$ cat config.mk
export PLATFORM = sky130hd
export DESIGN_NAME = periodic_event_gen
export DESIGN_NICKNAME = d
export VERILOG_FILES = /design/src/rtl/periodic_event_pkg.sv /design/src/rtl/tick_select.sv /design/src/rtl/pulse_width_timer.sv /design/src/rtl/periodic_event_gen.sv
export SDC_FILE = /design/constraint.sdc
export NUM_CORES = 1
export LEC_CHECK = 0
export ABC_AREA = 1
export BUFFER_PORTS_ARGS = -buffer_cell sky130_fd_sc_hd__clkbuf_2
export CAP_MARGIN = 25
export CORE_MARGIN = 2
export CORE_UTILIZATION = 45
export DETAILED_ROUTE_END_ITERATION = 10
export HOLD_SLACK_MARGIN = 0.03
export PLACE_DENSITY = 0.72
export SETUP_SLACK_MARGIN = 0.4
export SYNTH_ARGS = -nofsm -noshare
export SYNTH_HDL_FRONTEND = slang
export SYNTH_SLANG_ARGS = --single-unit
$ cat constraint.sdc
create_clock -name clk_i -period 1.4 [get_ports clk_i]
set_input_delay 0.14 -clock clk_i [delete_from_list [all_inputs] [get_ports clk_i]]
set_output_delay 0.14 -clock clk_i [all_outputs]
set_load 0.1 [all_outputs]
$ cat src/rtl/periodic_event_pkg.sv
package periodic_event_pkg;
  typedef enum logic [1:0] {
    PER_64HZ = 2'b00,
    PER_SEC  = 2'b01,
    PER_MIN  = 2'b10,
    PER_HOUR = 2'b11
  } period_e;

  typedef enum logic {
    MODE_PULSE = 1'b0,
    MODE_IRQ   = 1'b1
  } mode_e;

  localparam int unsigned NUM_SRC = 4;
endpackage

$ cat src/rtl/tick_select.sv
module tick_select
  import periodic_event_pkg::*;
(
  input  logic [NUM_SRC-1:0] ticks_i,
  input  period_e            sel_i,
  output logic               hit_o
);
  logic [NUM_SRC-1:0] dec;

  for (genvar g = 0; g < NUM_SRC; g++) begin : g_dec
    assign dec[g] = (sel_i == period_e'(g)) && ticks_i[g];
  end

  assign hit_o = |dec;
endmodule

$ cat src/rtl/pulse_width_timer.sv
module pulse_width_timer #(
  parameter int unsigned WIDTH_CYC = 16,
  localparam int unsigned CW = (WIDTH_CYC > 1) ? $clog2(WIDTH_CYC) : 1
) (
  input  logic clk_i,
  input  logic rst_ni,
  input  logic start_i,
  input  logic clear_i,
  output logic expire_o
);
  logic [CW-1:0] cnt_q;
  logic          run_q;

  always_ff @(posedge clk_i or negedge rst_ni) begin
    if (!rst_ni) begin
      cnt_q <= '0;
      run_q <= 1'b0;
    end else if (clear_i) begin
      run_q <= 1'b0;
    end else if (start_i) begin
      cnt_q <= CW'(WIDTH_CYC - 1);
      run_q <= 1'b1;
    end else if (run_q) begin
      if (cnt_q == '0) run_q <= 1'b0;
      else             cnt_q <= cnt_q - 1'b1;
    end
  end

  assign expire_o = run_q && (cnt_q == '0);
endmodule

$ cat src/rtl/periodic_event_gen.sv
module periodic_event_gen
  import periodic_event_pkg::*;
#(
  parameter int unsigned PULSE_CYCLES = 16
) (
  input  logic       clk_i,
  input  logic       rst_ni,
  input  logic       tick_64hz_i,
  input  logic       tick_sec_i,
  input  logic       tick_min_i,
  input  logic       tick_hour_i,
  input  logic       cfg_we_i,
  input  logic [1:0] cfg_period_i,
  input  logic       cfg_irq_mode_i,
  input  logic       cfg_mask_i,
  input  logic       flag_we_i,
  input  logic       flag_wdata_i,
  output logic       pin_pull_o,
  output logic       irq_flag_o
);
  period_e period_q;
  mode_e   mode_q;
  logic    mask_q;
  logic    pin_q;
  logic    flag_q;
  logic    hit;
  logic    event_w;
  logic    expire;
  logic    force_off;
  logic    pulse_end;

  tick_select u_sel (
    .ticks_i ({tick_hour_i, tick_min_i, tick_sec_i, tick_64hz_i}),
    .sel_i   (period_q),
    .hit_o   (hit)
  );

  // flag write wins over a same-cycle tick; busy pin drops new events
  assign event_w   = hit && !mask_q && !pin_q && !flag_we_i;
  assign force_off = (cfg_we_i && cfg_mask_i) || (flag_we_i && !flag_wdata_i);
  assign pulse_end = expire && (mode_q == MODE_PULSE);

  pulse_width_timer #(.WIDTH_CYC(PULSE_CYCLES)) u_tmr (
    .clk_i    (clk_i),
    .rst_ni   (rst_ni),
    .start_i  (event_w),
    .clear_i  (force_off),
    .expire_o (expire)
  );

  always_ff @(posedge clk_i or negedge rst_ni) begin
    if (!rst_ni) begin
      period_q <= PER_64HZ;
      mode_q   <= MODE_PULSE;
      mask_q   <= 1'b1;
    end else if (cfg_we_i) begin
      period_q <= period_e'(cfg_period_i);
      mode_q   <= mode_e'(cfg_irq_mode_i);
      mask_q   <= cfg_mask_i;
    end
  end

  always_ff @(posedge clk_i or negedge rst_ni) begin
    if (!rst_ni)        pin_q <= 1'b0;
    else if (force_off) pin_q <= 1'b0;
    else if (event_w)   pin_q <= 1'b1;
    else if (pulse_end) pin_q <= 1'b0;
  end

  always_ff @(posedge clk_i or negedge rst_ni) begin
    if (!rst_ni)                 flag_q <= 1'b0;
    else if (flag_we_i)          flag_q <= flag_wdata_i;
    else if (event_w)            flag_q <= 1'b1;
    else if (pulse_end && pin_q) flag_q <= 1'b0;
  end

  assign pin_pull_o = pin_q;
  assign irq_flag_o = flag_q;
endmodule

Word-level counts from Yosys, hierarchy flattened
Cells that the tools add are included.
W data, S select, Z words.
Word-level totals
  register bits after elaboration: 11
  word-level logic and storage cells: 51
  output and inout port bits: 2
  input port bits: 13
Cells by class
  multiplexer cells: 13
  $add $sub $neg: 1
  reductions and logical operators: 24
  equality and inequality tests: 4
  bitwise logic cells: 2
Operators by type and width (number)
  $logic_and A1 B1 Y1: 12
  $mux W4: 3
  $mux W1: 10
  $reduce_bool A3 Y1: 2
  $eq A2 B2 Y1 const B: 2
  $logic_not A1 Y1: 4
  $logic_not A4 Y1: 1
  $reduce_or A4 Y1: 1
  $sub A4 B1 Y4 const B: 1
  $reduce_and A3 Y1: 1
  $eq A2 B1 Y1 const B: 1
  $logic_not A2 Y1: 1
  $ne A2 B2 Y1 const B: 1
  $not A1 Y1: 2
  $reduce_bool A2 Y1: 1
  $logic_or A1 B1 Y1: 1

Logic depth before layout (Yosys ltp)
  word-level depth: 8
  mapped depth: 9
  depth with buffers taken out: 9

Hierarchy
From an unflattened synthesis, not the netlist that was laid out.
Second synthesis, totals
  cell total of the unflattened synthesis: 83
  area total of the unflattened synthesis: 634.4 um^2
Modules (own cells, without submodules)
  pulse_width_timer: instances 1, seq. area each 125.1 um^2, cells each 41, area each 306.5 um^2
  periodic_event_gen: instances 1, seq. area each 151.4 um^2, cells each 29, area each 276.5 um^2
  tick_select: instances 1, seq. area each 0.0 um^2, cells each 13, area each 51.3 um^2

Worst setup path after synthesis
OpenSTA, ideal clock, no wires.
  path kind: reg-to-reg
  start: register pin_q (netlist: pin_pull_o)
  end: register u_tmr.cnt_q[2]
  setup time: 117 ps
  arrival time: 1479 ps
  required time: 1283 ps
  cell stages (with the launch flop): 7
  slack: -196 ps
  clock period less this slack: 1596 ps
  buffers on the path: 0
  cell sequence: dfrtp_1 -> nor3_2 -> nand3_4 -> nand2_4 -> nand2_4 -> nand2_1 -> nand2_1
On the way
  word-level cells in the longest chain between the ends: 5
  elaborated cells on any way between the ends: 7
RTL lines
  start: declaration: line periodic_event_gen.sv:24  | logic pin_q;
  start signal: assignment: line periodic_event_gen.sv:64  | if (!rst_ni) pin_q <= 1'b0;
  start signal: assignment: line periodic_event_gen.sv:65  | else if (force_off) pin_q <= 1'b0;
  start signal: assignment: line periodic_event_gen.sv:66  | else if (event_w) pin_q <= 1'b1;
  $logic_not A1 Y1 (*): line periodic_event_gen.sv:39  | assign event_w = hit && !mask_q && !pin_q && !flag_we_i;
  $logic_and A1 B1 Y1 (*) (2 in a row): line periodic_event_gen.sv:39
  $ne A2 B2 Y1 (no line) or $reduce_bool A2 Y1 (tied branches)
  $reduce_and A3 Y1 (no line)
  end signal: assignment: line pulse_width_timer.sv:21  | cnt_q <= CW'(WIDTH_CYC - 1);
  end signal: assignment: line pulse_width_timer.sv:25  | else cnt_q <= cnt_q - 1'b1;
  end: declaration: line pulse_width_timer.sv:11  | logic [CW-1:0] cnt_q;
Mark *: on every way between the ends. The rest lies on a longest branch, timed or not.
A chain may end at the register's enable or synchronous reset.

Final worst setup path
  start: register u_tmr.cnt_q[1]
  end: register u_tmr.cnt_q[3]
On the way
  word-level cells in the longest chain between the ends: 4
  elaborated cells on any way between the ends: 7
RTL lines
  $sub A4 B1 Y4: line pulse_width_timer.sv:25
  $mux W4: line pulse_width_timer.sv:24  | if (cnt_q == '0) run_q <= 1'b0;
  $mux W4: line pulse_width_timer.sv:23  | end else if (run_q) begin
  $mux W4: line pulse_width_timer.sv:20  | end else if (start_i) begin
Parallel ways exist; a longest one is shown, timed or not. The select of a mux whose other input is x is not followed.

==> impl_metrics.env <==
export IMPL_outcome="finished, final reports clean"
export IMPL_min_period_over_period_pct=86.9
export IMPL_drc=0
export IMPL_drt_iter0_drc=21
export IMPL_ios=15
export IMPL_clockBufferDepth=2
export IMPL_avgSynthCellArea_um2=8.03
export IMPL_antenna_found_initial=0
export IMPL_critPathKind="flop to flop"
export IMPL_layout_drive_gt1_share_pct=47.6
export IMPL_worstPathMaxFanout=5
export IMPL_grt_first_pass_wirelength_um=2170
export IMPL_syn_to_final_growth_pct=43.7
export IMPL_cts_tree="done"
export IMPL_yosys_cell_types_count=20
export IMPL_diodes=0
export IMPL_slowest_delay_ps=400
export IMPL_worst_hold_path_num_cells=3
export IMPL_num_rows=13
export IMPL_die_w_um=41.1
export IMPL_vias=610
export IMPL_final_util_pct=69.1
export IMPL_grt_ovfl_total=0
export IMPL_synth_top_flop_cell="dfrtp_1"
export IMPL_vdd_ir_drop_max_mv=0.809
export IMPL_ys_warnings_count=0
export IMPL_avgViaCountPerCell=5.17
export IMPL_grt_max_degree=12
export IMPL_finalClockSkew_ps=0.240
export IMPL_worst_path_stages=8
export IMPL_dp_final_hpwl_um=925
export IMPL_track_usage_pct=20.9
export IMPL_cp_top_family="flip-flops"
export IMPL_yosysTopAreaCellShare_pct=40.5
export IMPL_netlist_area_um2=618
export IMPL_setup_tns_ps=0
export IMPL_p_leak_nw=0.464
export IMPL_fmax_mhz=822
export IMPL_min_period_ps=1220
export IMPL_clk_pin_slew_ps=70
export IMPL_drt_wl_total_um=1460
export IMPL_final_hold_viol_count=0
export IMPL_worstPathCellList="inv_2 > ha_4 > nand2_4 > o21ai_4 > nand2_4 > nand2_4 > nand2_2 > nand2_2"
export IMPL_cp_common_cell="nand2_4"
export IMPL_ff2ff_path_depth=8
export IMPL_synth_seq_cells=11
export IMPL_synthesis_nets=92
export IMPL_clockRootBuffer="clkbuf_4"
export IMPL_hp_class="input pin to flop"
export IMPL_timing_hold_ws_ps=69.7
export IMPL_final_common_cell="nand2_1"
export IMPL_synthCells=77
export IMPL_setup_worst_path_end_class="flop"
export IMPL_synth_seq_area_share_pct=44.7
export IMPL_htreeDepth=1
export IMPL_grt_setup_unrepaired="true"
export IMPL_synth_top_cell_by_area="dfrtp_1"
export IMPL_synthTopCellsByArea="dfrtp_1 (40%), nand2_1 (18%), inv_1 (5.5%), nand3_1 (4.9%), dfstp_2 (4.3%)"
export IMPL_start_util_pct=48.1
export IMPL_start_kind="flop"
export IMPL_dieArea_um2=1690
export IMPL_cts_made_buffers=3
export IMPL_core_um2=1280
export IMPL_relSlewSlack_pct=78.7
export IMPL_worst_slew_pin_slew_ps=320
export IMPL_synthArstFlopShare_pct=100
export IMPL_timing_critical_path_required_ps=1620
export IMPL_worst_path_max_delay_cell="dfrtp_1"
export IMPL_gp_congestion=0.797
export IMPL_port_buffers=14
export IMPL_wire_per_inst_um=12.4
export IMPL_clock_sinks=11
export IMPL_power_density_nw_per_um2=1640
export IMPL_nets=119
export IMPL_worst_path_buf_inv=1
export IMPL_setup_viol=0
export IMPL_die_h_um=41.1
export IMPL_grt_pass1_vias=537
export IMPL_drtPass1Iterations=4
export IMPL_synth_edf_count=0
export IMPL_final_cell_mix="nand2_1 (26), clkbuf_2 (12), dfrtp_1 (8)"
export IMPL_ant_nets=0
export IMPL_slew_viol_final=0
export IMPL_drv_cap=0
export IMPL_clkLatencyLatePin_ps=270
export IMPL_worstPathArrival_ps=1430
[synth_stat cells, types with 2 or more instances]
cell     instances
nand2_1         29
dfrtp_1         10
inv_1            9
nand3_1          6
nor2_1           3
o21ai_0          3
ha_1             2
inv_2            2
nand2_4          2
[worst min-delay path: stages]
cell and delay (ps):
clkbuf_2 70, nand2_1 40, o21ai_0 50
[per-stage QoR]
stage	area (um^2)	setup WS [ps]	power (mW)	std cells
after floorplan	629	114	0.845	77
after global placement	721	185	0.941	106
after detailed placement	721	153	0.955	106
after CTS	826	189	1.31	117
final	888	183	1.46	118
after global routing	888	97.4	1.55	118
[state kept, by name (all words and copies together) (netlist names)]
signal / flops
irq_flag_o: 1
mask_q: 1
mode_q: 1
period_q: 2
pin_pull_o: 1
u_tmr.cnt_q: 4
u_tmr.run_q: 1
[area by class of cell]
type / count / area [um^2]
flip-flops and latches: 11 / 282
well taps: 15 / 18.8
inverters: 11 / 41.3
fillers: 98 / 397
clock buffers: 4 / 26.3
repair buffers: 22 / 154
multi-input cells: 55 / 367
[timing repair]
action	CTS	global route
setup endpoints to repair	9	9
resized for setup	7	15
hold buffers	1	0
setup buffers	6	1
endpoints found under the hold margin	11	0
pin swaps	1	7
gates cloned	0	0
[power by group]
part	switching (mW)	internal, mW	leakage (nW)	total, mW
Sequential	0.111	0.403	0.130	0.513
Combinational	0.402	0.316	0.319	0.718
Clock	0.115	0.110	0.0150	0.225
Total	0.628	0.828	0.464	1.46
[routing by layer]
layer | share of wire (%) | track usage, % | vias to the layer above
met1 | 39 | 22.3 | 285
met4 | 5.5 | 20.0 | 0
met5 | 0 | 0 | -
met3 | 4.3 | 3.80 | 10
met2 | 51 | 34.0 | 24
li1 | - | - | 291
[final timing paths]
check	startpoint	endpoint	slack, ps
min	cfg_period_i[1]	period_q[1]	70
min in group asynchronous	rst_ni	period_q[0]	280
max	u_tmr.cnt_q[1]	u_tmr.cnt_q[3]	180
max reg2reg	u_tmr.cnt_q[1]	u_tmr.cnt_q[3]	180
max in group asynchronous	rst_ni	mask_q	850
min reg2reg	mask_q	mask_q	520
[logic make-up (layout without fill, tap and decap cells)]
family                   Yosys count  in the layout  synth area share (%)
XOR/XNOR                           1              1                  1.42
adder cells (fa/ha/maj)            2              2                  4.05
AND/OR/NAND/NOR                   46             46                  37.2
buffers and inverters             11             37                  6.68
multiplexers                       1              1                  1.82
flip-flops                        11             11                  44.7
AO/OA/AOI/OAI                      5              5                  4.05
Power figures use the tool's default switching activity.
